**config.mk**
```make
export PLATFORM = sky130hd
export DESIGN_NAME = mcast_hash_filter
export DESIGN_NICKNAME = d
export VERILOG_FILES = /design/src/rtl/mhf_pkg.sv /design/src/rtl/mhf_crc_step.sv /design/src/rtl/mhf_hash_table.sv /design/src/rtl/mcast_hash_filter.sv
export SDC_FILE = /design/constraint.sdc
export NUM_CORES = 1
export LEC_CHECK = 0
export ABC_CLOCK_PERIOD_IN_PS = 2200
export CELL_PAD_IN_SITES_DETAIL_PLACEMENT = 0
export CELL_PAD_IN_SITES_GLOBAL_PLACEMENT = 1
export CORE_MARGIN = 4
export CORE_UTILIZATION = 41
export CTS_CLUSTER_DIAMETER = 100
export DETAILED_ROUTE_END_ITERATION = 12
export GPL_TIMING_DRIVEN = 0
export PLACE_DENSITY_LB_ADDON = 0.1
export SLEW_MARGIN = 15
export SYNTH_ARGS = -nofsm -noshare
export SYNTH_HDL_FRONTEND = slang
export SYNTH_SLANG_ARGS = --single-unit
```
**constraint.sdc**
```tcl
create_clock -name clk -period 2.2 [get_ports clk]
set_input_delay 0.66 -clock clk [delete_from_list [all_inputs] [get_ports clk]]
set_output_delay 0.66 -clock clk [all_outputs]
set_load 0.05 [all_outputs]
```
**src/rtl/mhf_pkg.sv**
```systemverilog
package mhf_pkg;
    localparam int          CRC_W    = 32;
    localparam logic [31:0] CRC_POLY = 32'hEDB88320;
    localparam logic [31:0] CRC_SEED = 32'hFFFFFFFF;
endpackage

```
**src/rtl/mhf_crc_step.sv**
```systemverilog
// One byte of reflected CRC-32, all eight shift stages unrolled.
module mhf_crc_step #(
    parameter int DW = 8
) (
    input  logic [mhf_pkg::CRC_W-1:0] crc_in,
    input  logic [DW-1:0]             din,
    output logic [mhf_pkg::CRC_W-1:0] crc_out
);
    import mhf_pkg::*;

    logic [CRC_W-1:0] work;

    always_comb begin
        work = crc_in ^ {{(CRC_W-DW){1'b0}}, din};
        for (int i = 0; i < DW; i++) begin
            work = work[0] ? ((work >> 1) ^ CRC_POLY) : (work >> 1);
        end
        crc_out = work;
    end
endmodule

```
**src/rtl/mhf_hash_table.sv**
```systemverilog
// Byte-written hash table with a single-bit lookup port.
module mhf_hash_table #(
    parameter int NBYTES = 8,
    localparam int NBITS = NBYTES * 8,
    localparam int SEL_W = $clog2(NBYTES),
    localparam int IDX_W = $clog2(NBITS)
) (
    input  logic             clk,
    input  logic             rst_n,
    input  logic             we,
    input  logic [SEL_W-1:0] sel,
    input  logic [7:0]       wdata,
    input  logic [IDX_W-1:0] idx,
    output logic             hit,
    output logic             top_bit
);
    logic [7:0]       tbl_q [NBYTES];
    logic [7:0]       tbl_d [NBYTES];
    logic [NBITS-1:0] flat;

    always_comb begin
        for (int b = 0; b < NBYTES; b++) begin
            tbl_d[b] = (we && (sel == SEL_W'(b))) ? wdata : tbl_q[b];
        end
    end

    always_ff @(posedge clk or negedge rst_n) begin
        if (!rst_n) begin
            for (int b = 0; b < NBYTES; b++) tbl_q[b] <= '0;
        end else begin
            for (int b = 0; b < NBYTES; b++) tbl_q[b] <= tbl_d[b];
        end
    end

    for (genvar b = 0; b < NBYTES; b++) begin : g_flat
        assign flat[b*8 +: 8] = tbl_q[b];
    end

    assign hit     = flat[idx];
    assign top_bit = flat[NBITS-1];

    // a written byte holds the written value on the next cycle
    p_table_write_r2: assert property (@(posedge clk) disable iff (!rst_n)
        we |=> tbl_q[$past(sel)] == $past(wdata));
endmodule

```
**src/rtl/mcast_hash_filter.sv**
```systemverilog
module mcast_hash_filter #(
    parameter int ADDR_BYTES = 6,
    parameter int TBL_BYTES  = 8,
    localparam int TBL_BITS = TBL_BYTES * 8,
    localparam int IDX_W    = $clog2(TBL_BITS),
    localparam int SEL_W    = $clog2(TBL_BYTES),
    localparam int CNT_W    = $clog2(ADDR_BYTES + 1)
) (
    input  logic                    clk,
    input  logic                    rst_n,
    input  logic                    tbl_we,
    input  logic [SEL_W-1:0]        tbl_sel,
    input  logic [7:0]              tbl_wdata,
    input  logic [ADDR_BYTES*8-1:0] station_addr,
    input  logic                    pass_all_mc,
    input  logic                    promisc,
    input  logic                    addr_valid,
    input  logic                    addr_first,
    input  logic [7:0]              addr_byte,
    output logic                    decision_valid,
    output logic                    accept
);
    import mhf_pkg::*;

    typedef struct packed {
        logic [CNT_W-1:0] cnt;     // bytes taken; ADDR_BYTES means idle
        logic [CRC_W-1:0] crc;
        logic             match;   // equal to station so far
        logic             group;   // group bit of first byte
        logic             bcast;   // all ones so far
        logic             dvalid;
        logic             acc;
    } state_t;

    state_t s_q, s_d;

    logic [CRC_W-1:0] crc_base, crc_nx;
    logic             tbl_hit, tbl_bcast;
    logic [CNT_W-1:0] pos;
    logic             take;
    logic [7:0]       sta_byte;

    assign crc_base = addr_first ? CRC_SEED : s_q.crc;

    mhf_crc_step #(.DW(8)) u_crc (
        .crc_in (crc_base),
        .din    (addr_byte),
        .crc_out(crc_nx)
    );

    mhf_hash_table #(.NBYTES(TBL_BYTES)) u_tbl (
        .clk    (clk),
        .rst_n  (rst_n),
        .we     (tbl_we),
        .sel    (tbl_sel),
        .wdata  (tbl_wdata),
        .idx    (crc_nx[IDX_W-1:0]),
        .hit    (tbl_hit),
        .top_bit(tbl_bcast)
    );

    always_comb begin
        s_d        = s_q;
        s_d.dvalid = 1'b0;
        s_d.acc    = 1'b0;
        pos        = addr_first ? '0 : s_q.cnt;
        take       = addr_valid && (addr_first || (s_q.cnt != CNT_W'(ADDR_BYTES)));
        sta_byte   = station_addr[int'(pos)*8 +: 8];
        if (take) begin
            s_d.cnt   = pos + CNT_W'(1);
            s_d.crc   = crc_nx;
            s_d.match = (addr_first | s_q.match) & (addr_byte == sta_byte);
            s_d.bcast = (addr_first | s_q.bcast) & (addr_byte == 8'hFF);
            s_d.group = addr_first ? addr_byte[0] : s_q.group;
            if (pos == CNT_W'(ADDR_BYTES - 1)) begin
                s_d.dvalid = 1'b1;
                if (promisc)        s_d.acc = 1'b1;
                else if (!s_d.group) s_d.acc = s_d.match;
                else if (s_d.bcast) s_d.acc = tbl_bcast;
                else                s_d.acc = pass_all_mc | tbl_hit;
            end
        end
    end

    always_ff @(posedge clk or negedge rst_n) begin
        if (!rst_n) begin
            s_q     <= '0;
            s_q.cnt <= CNT_W'(ADDR_BYTES);
        end else begin
            s_q <= s_d;
        end
    end

    assign decision_valid = s_q.dvalid;
    assign accept         = s_q.acc;

    // the decision is a single-cycle pulse
    p_single_pulse_r7: assert property (@(posedge clk) disable iff (!rst_n)
        decision_valid |=> !decision_valid);
    // a decision always follows a taken byte
    p_after_byte_r7: assert property (@(posedge clk) disable iff (!rst_n)
        decision_valid |-> $past(addr_valid));
    // accept is quiet outside the pulse
    p_quiet_r7: assert property (@(posedge clk) disable iff (!rst_n)
        !decision_valid |-> !accept);
    // promiscuous mode accepts everything
    p_promisc_r5: assert property (@(posedge clk) disable iff (!rst_n)
        (decision_valid && $past(promisc)) |-> accept);
    // all-multicast accepts any non-broadcast group address
    p_pass_all_r4: assert property (@(posedge clk) disable iff (!rst_n)
        (decision_valid && $past(pass_all_mc) && s_q.group && !s_q.bcast) |-> accept);
    // a start byte restarts the count
    p_restart_r8: assert property (@(posedge clk) disable iff (!rst_n)
        (addr_valid && addr_first) |=> (s_q.cnt == CNT_W'(1)));
endmodule

```
==> metrics.yaml, run 1 <==
yosys:
  synth_common_cells: "dfrtp_1, mux2_2, nand2_1"
  post-synth-top-count-cell: "dfrtp_1"
  yosys-top-cells-area: "dfrtp_1, mux2_2, xnor2_1"
  syn_inst: 635
  async_flop_share_pct: 100.0
  yosysWarnings: 0
  avgSynthCellArea_um2: 10.50
  synth-edff-count: 0
  yosysTopAreaCellShare_pct: 38.27
  yosysUniqueCellTypes: 69
  synth_nets: 711
  synth_area_mm2: 0.006669
  synth_seq_cells: 104
  synth_top_area_cell: "dfrtp_1"
  synth-seq-area-share_pct: 39.06
  ys.flop_type: "dfrtp_1"
drt:
  viasPerCell: 5.410
  vias: 5161
  routedWlPerCell_um: 19.75
  firstDrtPassIters: 5
  ant_nets: 0
  drtIter0Drc: 232
  wirelength_um: 18840
  drc: 0
global_route:
  grt_pass1_vias: 5388
  grt_usage_pct: 21.21
  grt_overflow: 0
  grt_start_max_net_pins: 69
  antenna_found_initial: 0
  grt_pass1_wl_um: 29940
power_and_ir_drop:
  power_density_mw_per_mm2: 1179
  pwr-share-seq_pct: 28.5
  power.switching_mw: 3.912
  combPwrFrac_pct: 55.7
  switching_share_pct: 38.73
  ir_drop_mv: 0.5958
  power.share.clock_pct: 15.8
  total_power_mw: 10.10
  internal-power_mw: 6.189
  p_leak_nw: 3.522
die:
  die_w_um: 135.5
  fp.dieH_um: 135.5
  pin_count: 76
  die-area_mm2: 0.01837
  core_area_mm2: 0.01589
  rows: 46
  initial_utilization_pct: 41.98
sta:
  hold_viol: 0
  fin_skew_ns: 0.006354
  hold_slack_ns: 0.2104
  slew_headroom_pct: 51.43
  min_period_ns: 2.605
  timing.final.crit_share_pct: 118.4
  worstMarginPinSlew_ns: 0.7253
  grt_setup_unrepaired: "true"
  max_freq_ghz: 0.3839
  finalSetupTns_ns: -1.058
  drv_slew: 0
  setup_ws_ns: -0.4046
  setup_viol_count_final: 9
worst_setup_path:
  crit_slowest_cell: "mux4_1"
  worstPathCellList: "xnor2_2 -> clkbuf_4 -> o21a_4 -> nor2_8 -> mux4_1 -> o311a_1 -> a21oi_1 -> o211ai_1"
  critPathTopFamily: "compound AO/OA/AOI/OAI gates"
  cp_data_arrival_time_ns: 2.82
  critPathMaxFanout: 10
  critPathLaunchType: "flip-flop"
  critical_path_required_ns: 2.41
  critical_path.max_stage_delay_ns: 0.61
  critical_path_class: "reg2reg"
  cp-end-kind: "flip-flop"
  critPathBufInv: 1
placement:
  portBuffers: 63
  place_area_mm2: 0.007674
  place_inst: 915
  hpwl_um: 13320
  dp_slack_ns: -1.542
  gp_congestion: 0.8218
status:
  outcome: "finished, violations left"
  violations: "setup timing"
layout:
  final_area_mm2: 0.008571
  fin_util_pct: 53.95
  syn_to_final_growth_pct: 28.52
  nFillCells: 1459
  fin_nets: 809
  diodes: 0
  stdcell_count: 954
  drive_above_1_share_pct: 28.86
clock_tree:
  clkLatencyLatePin_ns: 0.35
  cts_tree: "built"
  numCtsBuffers: 9
  clk_pin_slew_ns: 0.07
  root_buffer: "clkbuf_16"
  cts.sinks: 104
  cts_max_path_buffers: 2
  htreeDepth: 3
hold_path:
  hold_class: "in2async"
job:
  cap_violations: 0
-- power by group through the flow --
stage	Sequential [mW]	Combinational [mW]	Clock, mW
floorplan	2.78	3.85	0
global placement	2.89	4.82	0
detailed placement	2.90	4.87	0
CTS	2.87	5.41	1.64
global route	2.95	6.11	1.72
finish	2.88	5.62	1.60
-- registers in the layout, summed over array words and instances, names as in the netlist --
register,count
u_tbl.flat,63
s_q,38
accept,1
decision_valid,1
u_tbl.top_bit,1
-- what timing repair did --
action	CTS	global route
gates cloned	1	1
pin swaps	20	16
buffers inserted	16	7
hold buffers	0	0
resized for setup	63	43
endpoints found under the setup margin	40	41
-- logic make-up (layout without fill, tap and decap cells) --
| family | count (synthesis) | count (layout) | share of synthesized area [%] |
|---|---|---|---|
| compound gates | 100 | 100 | 10.17 |
| flops | 104 | 104 | 39.06 |
| xor+xnor | 96 | 96 | 14.20 |
| fa+ha+maj | 2 | 2 | 0.3752 |
| mux | 100 | 100 | 18.09 |
| simple gates | 181 | 181 | 13.92 |
| buf+inv | 52 | 155 | 4.184 |
-- final timing paths --
kind | slack (ns) | start | cells past startpoint | to
max | -0.40 | s_q[7] | 8 | accept
min | 0.21 | rst_n | 1 | s_q[20]
max reg2reg | -0.40 | s_q[7] | 8 | accept
min reg2reg | 0.49 | s_q[17] | 2 | s_q[17]
max in group asynchronous | 1.33 | rst_n | 2 | s_q[9]
min in group clk | 0.49 | s_q[17] | 2 | s_q[17]
-- metal layers --
layer	wire [µm]	up-vias	track usage (%)
met1	8427	2602	28.06
met3	805	17	3.975
met5	0	-	0
met2	9372	106	36.23
li1	-	2436	-
met4	232	0	4.927
-- layout make-up --
cell class / instances / area (µm²) / area share (%)
Clock buffer: 11 / 242.7 / 2.832
Sequential cell: 104 / 2606 / 30.41
Inverter: 7 / 33.78 / 0.3942
Buffer: 45 / 389.1 / 4.540
Timing Repair Buffer: 87 / 919.6 / 10.73
Multi-Input combinational cell: 479 / 4063 / 47.40
Tap cell: 216 / 270.3 / 3.153
Clock inverter: 5 / 46.29 / 0.5401
-- cells in the final DEF (no fill, tap or decap), types with 6 or more instances in the layout --
| cell | instances |
|---|---|
| nand3_1 | 7 |
| a31oi_1 | 6 |
| o22ai_1 | 6 |
| and2_1 | 6 |
| clkdlybuf4s50_1 | 61 |
| mux2_2 | 75 |
| buf_4 | 16 |
| nand2_1 | 63 |
| clkbuf_16 | 10 |
| xnor2_1 | 51 |
| nor2b_1 | 12 |
| nor2_1 | 29 |
| xor2_1 | 22 |
| a211o_1 | 8 |
| nand2b_1 | 9 |
| nand4_1 | 14 |
| dfrtp_1 | 101 |
| o21ai_1 | 10 |
| a21oi_1 | 6 |
| o21ai_0 | 28 |
| clkbuf_1 | 9 |
| mux2i_1 | 14 |
| xnor2_2 | 10 |
| buf_2 | 7 |
| buf_6 | 16 |
Note: power is estimated with default switching activity, not from simulation.
==> inputs of run 2 (changes only) <==
--- a/config.mk
+++ b/config.mk
@@ -8,12 +8,14 @@
 export ABC_CLOCK_PERIOD_IN_PS = 2200
 export CELL_PAD_IN_SITES_DETAIL_PLACEMENT = 0
 export CELL_PAD_IN_SITES_GLOBAL_PLACEMENT = 1
+export CORE_ASPECT_RATIO = 1.2
 export CORE_MARGIN = 4
 export CORE_UTILIZATION = 41
-export CTS_CLUSTER_DIAMETER = 100
+export CTS_CLUSTER_DIAMETER = 120
 export DETAILED_ROUTE_END_ITERATION = 12
 export GPL_TIMING_DRIVEN = 0
 export PLACE_DENSITY_LB_ADDON = 0.1
+export SKIP_CTS_REPAIR_TIMING = 1
 export SLEW_MARGIN = 15
 export SYNTH_ARGS = -nofsm -noshare
 export SYNTH_HDL_FRONTEND = slang
==> run 2 against run 1 <==
  * The run still ends with setup timing left
  * Routed wire length grew 0.18%
  * Core utilization about the same
  * Clock skew is 0.0029 ns higher
  * Clock-buffer cell count fell by 1
  * Critical path depth is the same
  * Cell area down 0.74%
  * First-iteration DRC count is 11% higher
  * Die area about the same
  * Critical endpoint unchanged
  * Largest power group unchanged
  * Highest routed layer unchanged
==> metrics.yaml, run 2 (synthesized netlist as in run 1, its figures left out) <==
layout:
  largest_reg_flops: 63
  stdcell_count: 942
  fin_util_pct: 53.96
  diodes: 0
  syn_to_final_growth_pct: 27.56
  fin_nets: 805
  final_common_cell: "dfrtp_1"
  drive_above_1_share_pct: 28.34
  most-common-layout-cells: "dfrtp_1, mux2_2, nand2_1"
status:
  outcome: "finished, violations left"
  violations: "setup timing"
drt:
  routedWlPerCell_um: 20.03
  drtIter0Drc: 258
  viasPerCell: 5.458
  vias: 5141
  firstDrtPassIters: 4
  wirelength_um: 18870
  drc: 0
  ant_nets: 0
sta:
  setup_ws_ns: -0.4961
  slew_headroom_pct: 28.02
  fin_skew_ns: 0.009208
  min_period_ns: 2.696
  max_freq_ghz: 0.3709
  hold_viol: 0
  hold_slack_ns: 0.2479
  worstMarginPinSlew_ns: 1.071
  timing.final.crit_share_pct: 122.6
  grt_setup_unrepaired: "true"
  setup_viol_count_final: 2
  drv_slew: 0
worst_setup_path:
  rr_startpoint: "s_q[7]"
  cp-end-kind: "flip-flop"
  crit_start: "s_q[7]"
  critical_path_class: "reg2reg"
  critPathLaunchType: "flip-flop"
  critPathMaxFanout: 10
  cp_data_arrival_time_ns: 2.89
  critical_path_required_ns: 2.39
power_and_ir_drop:
  ir_drop_mv: 0.5603
  p_leak_nw: 3.484
  power_density_mw_per_mm2: 1183
global_route:
  grt_usage_pct: 20.19
  grt_start_max_net_pins: 54
  grt_overflow: 0
  grt_pass1_vias: 5235
  grt_pass1_wl_um: 29330
  antenna_found_initial: 0
clock_tree:
  clkLatencyLatePin_ns: 0.36
  cts_max_path_buffers: 2
  clk_pin_slew_ns: 0.08
  cts_tree: "built"
  cts.sinks: 104
  numCtsBuffers: 9
  htreeDepth: 3
  root_buffer: "clkbuf_16"
die:
  die_w_um: 124.4
  pin_count: 76
  die-area_mm2: 0.01838
  core_area_mm2: 0.01577
  initial_utilization_pct: 42.30
  rows: 50
  fp.dieH_um: 147.7
job:
  cap_violations: 0
hold_path:
  hold_class: "in2async"
placement:
  gp_congestion: 0.8207
  hpwl_um: 13540
  portBuffers: 63
  place_inst: 907
==> run 2: per-layer routing <==
metal,vias to the layer above,track usage [%],routed length (µm)
li1,2441,-,-
met3,24,3.036,491
met5,-,0,0
met4,0,4.989,352
met2,94,36.47,9899
met1,2582,25.38,8127
==> run 2: where the power goes <==
group | leakage, nW | internal (mW) | total, mW | switching (mW)
clock network | 0.149 | 0.919 | 1.67 | 0.756
logic | 2.08 | 2.76 | 5.49 | 2.73
registers | 1.25 | 2.50 | 2.90 | 0.404
total | 3.48 | 6.18 | 10.1 | 3.89
==> run 2: layout make-up <==
cell class / count / area [µm²]
fillers: 1451 / 7258
multi-input cells: 480 / 4078
well taps: 208 / 260.3
repair buffers: 82 / 834.6
flip-flops and latches: 104 / 2606
plain buffers: 45 / 395.4
clock inverters: 6 / 65.06
inverters: 7 / 28.78
clock buffers: 10 / 239.0
==> run 2: critical path: stages, from the launching register on <==
cell,delay (ns)
dfrtp_1,0.46
xnor2_2,0.20
buf_2,0.20
o21a_4,0.26
nor2_8,0.18
mux4_1,0.61
o311a_1,0.31
a21oi_1,0.14
o211ai_1,0.16
==> run 2: final timing paths <==
| kind | end | slack [ns] | cells past startpoint |
|---|---|---|---|
| max | accept | -0.50 | 8 |
| min | decision_valid | 0.25 | 1 |
| max reg2reg | accept | -0.50 | 8 |
| min reg2reg | s_q[2] | 0.48 | 2 |
| max in group asynchronous | s_q[39] | 1.28 | 2 |
| min in group clk | s_q[2] | 0.48 | 2 |
==> run 2: metrics by stage <==
| step | setup WS [ns] | setup TNS [ns] | area, µm² | total power, mW |
|---|---|---|---|---|
| after floorplan | -0.4905 | -1.032 | 6744 | 6.626 |
| after global placement | -3.551 | -419.05 | 7635 | 7.704 |
| after detailed placement | -1.586 | -55.03 | 7664 | 7.799 |
| after CTS | -1.220 | -33.73 | 7968 | 9.509 |
| after global routing | -0.6011 | -1.149 | 8507 | 10.72 |
| final | -0.4961 | -0.7422 | 8507 | 10.06 |
